[src/rtl/ipi_pkg.sv]
package ipi_pkg;
    localparam int REG_W  = 32;
    localparam int VEC_W  = 5;
    localparam int TGT_W  = 10;
    localparam int TGT_LSB = 16;
    localparam int WOFF_W = 6;

    localparam logic [WOFF_W-1:0] WOFF_PEND = 6'd0;
    localparam logic [WOFF_W-1:0] WOFF_MASK = 6'd1;
    localparam logic [WOFF_W-1:0] WOFF_SET  = 6'd2;
    localparam logic [WOFF_W-1:0] WOFF_CLR  = 6'd3;
    localparam logic [WOFF_W-1:0] WOFF_MBX0 = 6'd8;
    localparam logic [WOFF_W-1:0] WOFF_SEND = 6'd16;

    typedef enum logic [0:0] {
        IRQ_LOW  = 1'b0,
        IRQ_HIGH = 1'b1
    } irq_state_e;

    typedef enum logic [2:0] {
        SEL_NONE,
        SEL_PEND,
        SEL_MASK,
        SEL_SET,
        SEL_CLR,
        SEL_MBX,
        SEL_SEND
    } reg_sel_e;

    function automatic logic [REG_W-1:0] vec_bit(input logic [VEC_W-1:0] v);
        return REG_W'(1) << v;
    endfunction
endpackage

[src/rtl/ipi_decode.sv]
module ipi_decode
    import ipi_pkg::*;
#(
    parameter int MBX_WORDS = 8,
    localparam int IDX_W = (MBX_WORDS > 1) ? $clog2(MBX_WORDS) : 1
) (
    input  logic [7:0]       addr,
    output reg_sel_e         sel,
    output logic [IDX_W-1:0] mbx_idx
);
    logic [WOFF_W-1:0] woff;
    logic              aligned;

    always_comb begin
        woff    = addr[7:2];
        aligned = (addr[1:0] == 2'b00);
        sel     = SEL_NONE;
        mbx_idx = '0;
        if (aligned) begin
            if (woff == WOFF_PEND) begin
                sel = SEL_PEND;
            end else if (woff == WOFF_MASK) begin
                sel = SEL_MASK;
            end else if (woff == WOFF_SET) begin
                sel = SEL_SET;
            end else if (woff == WOFF_CLR) begin
                sel = SEL_CLR;
            end else if (woff == WOFF_SEND) begin
                sel = SEL_SEND;
            end else if ((32'(woff) >= 32'(WOFF_MBX0)) &&
                         (32'(woff) <  32'(WOFF_MBX0) + 32'(MBX_WORDS))) begin
                sel     = SEL_MBX;
                mbx_idx = IDX_W'(woff - WOFF_MBX0);
            end
        end
    end
endmodule

[src/rtl/ipi_mailbox.sv]
module ipi_mailbox
    import ipi_pkg::*;
#(
    parameter int WORDS = 8,
    localparam int IDX_W = (WORDS > 1) ? $clog2(WORDS) : 1
) (
    input  logic             clk,
    input  logic             rst_n,
    input  logic             wr_en,
    input  logic [IDX_W-1:0] idx,
    input  logic [REG_W-1:0] wr_data,
    output logic [REG_W-1:0] rd_data
);
    logic [REG_W-1:0] words [WORDS];

    for (genvar g = 0; g < WORDS; g++) begin : g_word
        always_ff @(posedge clk) begin
            if (!rst_n) begin
                words[g] <= '0;
            end else if (wr_en && (idx == IDX_W'(g))) begin
                words[g] <= wr_data;
            end
        end
    end

    always_comb begin
        rd_data = '0;
        for (int i = 0; i < WORDS; i++) begin
            if (idx == IDX_W'(i)) begin
                rd_data = words[i];
            end
        end
    end
endmodule

[src/rtl/ipi_send_decode.sv]
module ipi_send_decode
    import ipi_pkg::*;
#(
    parameter int NUM_CORES = 4,
    parameter int CORE_ID   = 0
) (
    input  logic [TGT_W-1:0] tgt,
    output logic             tgt_ok,
    output logic             tgt_self
);
    always_comb begin
        tgt_ok   = (32'(tgt) < 32'(NUM_CORES));
        tgt_self = tgt_ok && (tgt == TGT_W'(CORE_ID));
    end
endmodule

[src/rtl/ipi_irq_fsm.sv]
module ipi_irq_fsm
    import ipi_pkg::*;
(
    input  logic             clk,
    input  logic             rst_n,
    input  logic             set_evt,
    input  logic             clr_evt,
    input  logic [REG_W-1:0] pend_next,
    input  logic [REG_W-1:0] mask_q,
    output logic             irq
);
    irq_state_e st_q, st_d;

    always_ff @(posedge clk) begin
        if (!rst_n) begin
            st_q <= IRQ_LOW;
        end else begin
            st_q <= st_d;
        end
    end

    always_comb begin
        st_d = st_q;
        unique case (st_q)
            IRQ_LOW: begin
                // RAISE
                if (set_evt && ((pend_next & mask_q) != '0)) begin
                    st_d = IRQ_HIGH;
                end
            end
            IRQ_HIGH: begin
                // LOWER
                if (clr_evt && (pend_next == '0) && (mask_q != '0)) begin
                    st_d = IRQ_LOW;
                end
            end
        endcase
    end

    always_comb begin
        irq = (st_q == IRQ_HIGH);
    end
endmodule

[src/rtl/ipi_core_regs.sv]
module ipi_core_regs
    import ipi_pkg::*;
#(
    parameter int NUM_CORES = 4,
    parameter int CORE_ID   = 0,
    parameter int MBX_WORDS = 8,
    localparam int IDX_W = (MBX_WORDS > 1) ? $clog2(MBX_WORDS) : 1
) (
    input  logic        clk,
    input  logic        rst_n,
    input  logic        acc_valid,
    input  logic        acc_write,
    input  logic [7:0]  acc_addr,
    input  logic [31:0] acc_wdata,
    output logic [31:0] acc_rdata,
    output logic        acc_err,
    input  logic        snd_valid,
    input  logic [4:0]  snd_vec,
    output logic        ipi_irq,
    output logic        fwd_valid,
    output logic [9:0]  fwd_target,
    output logic [4:0]  fwd_vec
);
    reg_sel_e         sel;
    logic [IDX_W-1:0] mbx_idx;
    logic [REG_W-1:0] mbx_rd;
    logic [REG_W-1:0] pend_q, pend_next, mask_q;
    logic [REG_W-1:0] set_bits, clr_bits;
    logic             wr, set_wr, clr_wr, mask_wr, mbx_wr, send_wr;
    logic             tgt_ok, tgt_self, self_send, out_send, set_evt;
    logic             fwd_valid_q;
    logic [TGT_W-1:0] fwd_tgt_q;
    logic [VEC_W-1:0] fwd_vec_q;

    ipi_decode #(.MBX_WORDS(MBX_WORDS)) u_dec (
        .addr    (acc_addr),
        .sel     (sel),
        .mbx_idx (mbx_idx)
    );

    ipi_send_decode #(.NUM_CORES(NUM_CORES), .CORE_ID(CORE_ID)) u_snd (
        .tgt      (acc_wdata[TGT_LSB +: TGT_W]),
        .tgt_ok   (tgt_ok),
        .tgt_self (tgt_self)
    );

    always_comb begin
        wr        = acc_valid && acc_write;
        set_wr    = wr && (sel == SEL_SET);
        clr_wr    = wr && (sel == SEL_CLR);
        mask_wr   = wr && (sel == SEL_MASK);
        mbx_wr    = wr && (sel == SEL_MBX);
        send_wr   = wr && (sel == SEL_SEND);
        self_send = send_wr && tgt_self;
        out_send  = send_wr && tgt_ok && !tgt_self;
        acc_err   = (wr && (sel == SEL_PEND)) || (send_wr && !tgt_ok);

        set_bits = '0;
        if (set_wr)    set_bits = set_bits | acc_wdata;
        if (self_send) set_bits = set_bits | vec_bit(acc_wdata[VEC_W-1:0]);
        if (snd_valid) set_bits = set_bits | vec_bit(snd_vec);
        clr_bits  = clr_wr ? acc_wdata : '0;
        pend_next = (pend_q & ~clr_bits) | set_bits;
        set_evt   = set_wr || self_send || snd_valid;
    end

    always_ff @(posedge clk) begin
        if (!rst_n) begin
            pend_q      <= '0;
            mask_q      <= '0;
            fwd_valid_q <= 1'b0;
            fwd_tgt_q   <= '0;
            fwd_vec_q   <= '0;
        end else begin
            pend_q      <= pend_next;
            fwd_valid_q <= out_send;
            if (mask_wr) begin
                mask_q <= acc_wdata;
            end
            if (out_send) begin
                fwd_tgt_q <= acc_wdata[TGT_LSB +: TGT_W];
                fwd_vec_q <= acc_wdata[VEC_W-1:0];
            end
        end
    end

    ipi_mailbox #(.WORDS(MBX_WORDS)) u_mbx (
        .clk     (clk),
        .rst_n   (rst_n),
        .wr_en   (mbx_wr),
        .idx     (mbx_idx),
        .wr_data (acc_wdata),
        .rd_data (mbx_rd)
    );

    ipi_irq_fsm u_fsm (
        .clk       (clk),
        .rst_n     (rst_n),
        .set_evt   (set_evt),
        .clr_evt   (clr_wr),
        .pend_next (pend_next),
        .mask_q    (mask_q),
        .irq       (ipi_irq)
    );

    always_comb begin
        unique case (sel)
            SEL_PEND: acc_rdata = pend_q;
            SEL_MASK: acc_rdata = mask_q;
            SEL_MBX:  acc_rdata = mbx_rd;
            default:  acc_rdata = '0;
        endcase
    end

    assign fwd_valid  = fwd_valid_q;
    assign fwd_target = fwd_tgt_q;
    assign fwd_vec    = fwd_vec_q;
endmodule

[config.mk]
export PLATFORM = sky130hd
export DESIGN_NAME = ipi_core_regs
export DESIGN_NICKNAME = d
export VERILOG_FILES = /design/src/rtl/ipi_pkg.sv /design/src/rtl/ipi_decode.sv /design/src/rtl/ipi_mailbox.sv /design/src/rtl/ipi_send_decode.sv /design/src/rtl/ipi_irq_fsm.sv /design/src/rtl/ipi_core_regs.sv
export SDC_FILE = /design/constraint.sdc
export NUM_CORES = 1
export LEC_CHECK = 0
export ABC_AREA = 1
export BUFFER_PORTS_ARGS = -buffer_cell sky130_fd_sc_hd__buf_4
export CORE_UTILIZATION = 40
export CTS_CLUSTER_SIZE = 20
export DETAILED_ROUTE_END_ITERATION = 10
export SLEW_MARGIN = 20
export SYNTH_ARGS = -nofsm -noshare
export SYNTH_HDL_FRONTEND = slang
export SYNTH_SLANG_ARGS = --single-unit
export TNS_END_PERCENT = 30
[constraint.sdc]
create_clock -name clk -period 5.5 [get_ports clk]
set_clock_uncertainty 0.1 [all_clocks]
set_input_delay 1.375 -clock clk [delete_from_list [all_inputs] [get_ports clk]]
set_output_delay 1.375 -clock clk [all_outputs]
set_load 0.05 [all_outputs]
==> metrics <==
Overall Global Routing Usage=0.266; Worst Path Arrival=around 3800 ps; WP data required=4030 ps; CTS root buf=clkbuf_16; r2r startpoint=mask_q[18]; final setup fails=0; RSZ-0062 raised after global routing=no; Initial Util=0.409; Pre-Repair DR Iteration Count=5; largest net degree at the start of global routing=between 70 and 80; outcome=finished clean; post-synthesis register bit count=approximately 340; Reg power frac=0.517; Synth top area share=0.483; share of post-route cells with drive strength above 1=0.123; final weighted congestion in routability-driven placement=roughly 0.94; Worst Setup Start Kind=input port; R2R cell count=10; Synth area leaders=edfxtp_1 48%, dfxtp_1 10%, nor2_1 8.3%; Via density=roughly 5.7; crit path buf inv count=4; Tcrit/Tclk final=0.957; Crit path depth=16; nets=1916; leakage=~0.0072 uW; first-pass GRT wire length=between 80000 and 90000 um; port bufs=slightly below 100; hold-critical path depth=2; drt initial violations=~1500; TritonCTS clock tree=built; # hold bufs at CTS=0; Reg-to-Reg End=u_fsm.irq; die width=between 200 and 250 um; synthesized area per cell=between 8 and 9 um2; Yosys cell types=34; CP max-delay cell=a221oi_1; most used cell, CP=nand2_1; hold_sp=fwd_target[7]; post-synth top area cell=edfxtp_1; WL final=between 50000 and 60000 um; commonest non-fill, non-tap cell in the layout=nor2_1; Clock transition at path regs=about 60 ps; crit end category=output port; Design Power=between 5000 and 6000 uW; H-tree depth=2; crit-path max FO=33; DPL Wire Length=~37000 um; CTS sink cnt=337; final max-slew violation count=0; via count of the first global-routing pass=13300; VDD IR max=around 0.3 mV; Mapped Nets=between 1500 and 2000; via count=about 14000; fraction of power spent switching nets=0.233; grt ovf=0; postcts setup bufs=0; CP peak stage delay=about 250 ps; fin cells=~2400; cell count after placement=roughly 2300; CTS max path bufs=3; r2r setup slk=approximately 3300 ps; clk_lat worst skew=between 500 and 600 ps; cts repair resizes=1; Hold WC Path Type=flip-flop to flip-flop; cts bufs inserted=36; row count=72; final instance area=about 18000 um2; Final Hold Viols=0; Post-Synthesis Cell Area=15900 um2; power share of the clock group=0.423; Worst-Margin Slew=between 1000 and 1500 ps; Hold Path End=fwd_target[7]; most frequent cells in the layout=350 x nor2_1, 323 x nand2_1, 256 x edfxtp_1; die height=approximately 200 um; maximum capacitance violations=0; Synth Instances=1798; Placed Area=between 15000 and 20000 um2; Setup TNS=0 ps; fmax=190 MHz; min Tclk post-route=~5300 ps; Hold WS=roughly 350 ps; combinational fraction of design power=0.060; Setup CP Type=input port to output port; Psw=approximately 1300 uW; wire per inst=approximately 22 um; worst relative slew slack=0.266; Boundary Pins=100; Antenna Nets Post-Route=0; synth warn=0; internal power=between 4000 and 5000 uW; Post-route DRC=0; ant diodes=0; initial antenna violation count=0; Core Area=38900 um2; CP cell instances=buf_4 -> nor2_2 -> nand2_2 -> nor2_4 -> nand2_4 -> inv_2 -> nor2_1 -> nand2_1 -> inv_4 -> nand2_1 -> nand2_1 -> a221oi_1 -> nand4_1 -> o211ai_1 -> o211ai_1 -> buf_4; Die ar.=about 41000 um2; post-synthesis sequential area ratio=0.585; Pwr per Cell Area=between 200 and 300 nW/um2; CP delay by family, top=simple AND/OR/NAND/NOR gates; Layout Area Growth over Synthesis=16.0%
-- state kept, by name, summed over array words and instances, names as in the netlist --
signal	count
u_mbx.words	256
fwd_vec	5
fwd_valid	1
u_fsm.irq	1
fwd_target	10
mask_q	32
pend_q	32
-- worst register-to-register path, stage by stage (launching register included) --
cell	delay, ps
dfxtp_1	330
inv_1	100
nand4_1	160
nor4_1	690
nand3_1	140
nand3b_1	140
or2_1	110
nor2_1	50
nand3_1	70
o21ai_1	60
a21oi_1	150
-- cell usage after synthesis, drive strengths merged --
master   instances
a211o            1
a21oi          127
a221oi          13
buf             39
clkbuf          74
clkinv          33
dfxtp           81
edfxtp         256
inv            112
nand2          326
nand3          148
nand3b           1
nand4           67
nor2           357
nor3            30
nor4             4
o2111ai          5
o211ai          59
o21ai           62
o21bai           1
o22ai            1
or2              1
-- power by group through the flow --
stage / logic [uW] / clock network, uW / registers [uW]
after detailed placement: 325 / 0 / 2910
final: 329 / 2340 / 2860
after floorplan: 170 / 0 / 2910
after global placement: 324 / 0 / 2910
after global routing: 353 / 2450 / 2870
after CTS: 326 / 2360 / 2860
-- final cells by class --
cell class              count  area [um2]
well taps                 518         648
repair buffers            143        1150
multi-input cells        1203        5680
flip-flops and latches    337        9310
clock inverters            20         153
fillers                  3752       20500
inverters                 145         547
clock buffers              45         956
-- stage by stage --
stage               setup slack (ps)   util
floorplan                       17.8      -
global placement               -55.4  0.445
detailed placement              -105  0.445
CTS                             21.2  0.474
global route                    13.3  0.474
finish                           239  0.474
-- routing by layer --
layer,part of all wire,global-route usage
met5,0,0
met4,0.036,0.0982
met3,0.077,0.0504
met2,0.48,0.445
met1,0.40,0.341
-- how the worst max path moves through the flow --
stage,startpoint,to,slack [ps]
2_1_floorplan,acc_addr[1],u_mbx.words[1][100],20
3_3_place_gp,acc_addr[7],acc_rdata[16],-60
3_5_place_dp,acc_addr[7],acc_rdata[16],-100
4_1_cts,acc_addr[7],acc_rdata[16],20
5_1_grt,acc_addr[7],acc_rdata[20],10
6_report,acc_addr[7],acc_rdata[20],240
-- cells by family (layout without fill, tap and decap cells) --
| kind of cell | count (synthesis) | after routing | share of synthesized area |
|---|---|---|---|
| simple gates | 934 | 934 | 0.252 |
| flops | 337 | 337 | 0.585 |
| buf+inv | 258 | 353 | 0.0640 |
| compound gates | 269 | 269 | 0.0989 |
Note: power is estimated with default switching activity, not from simulation.
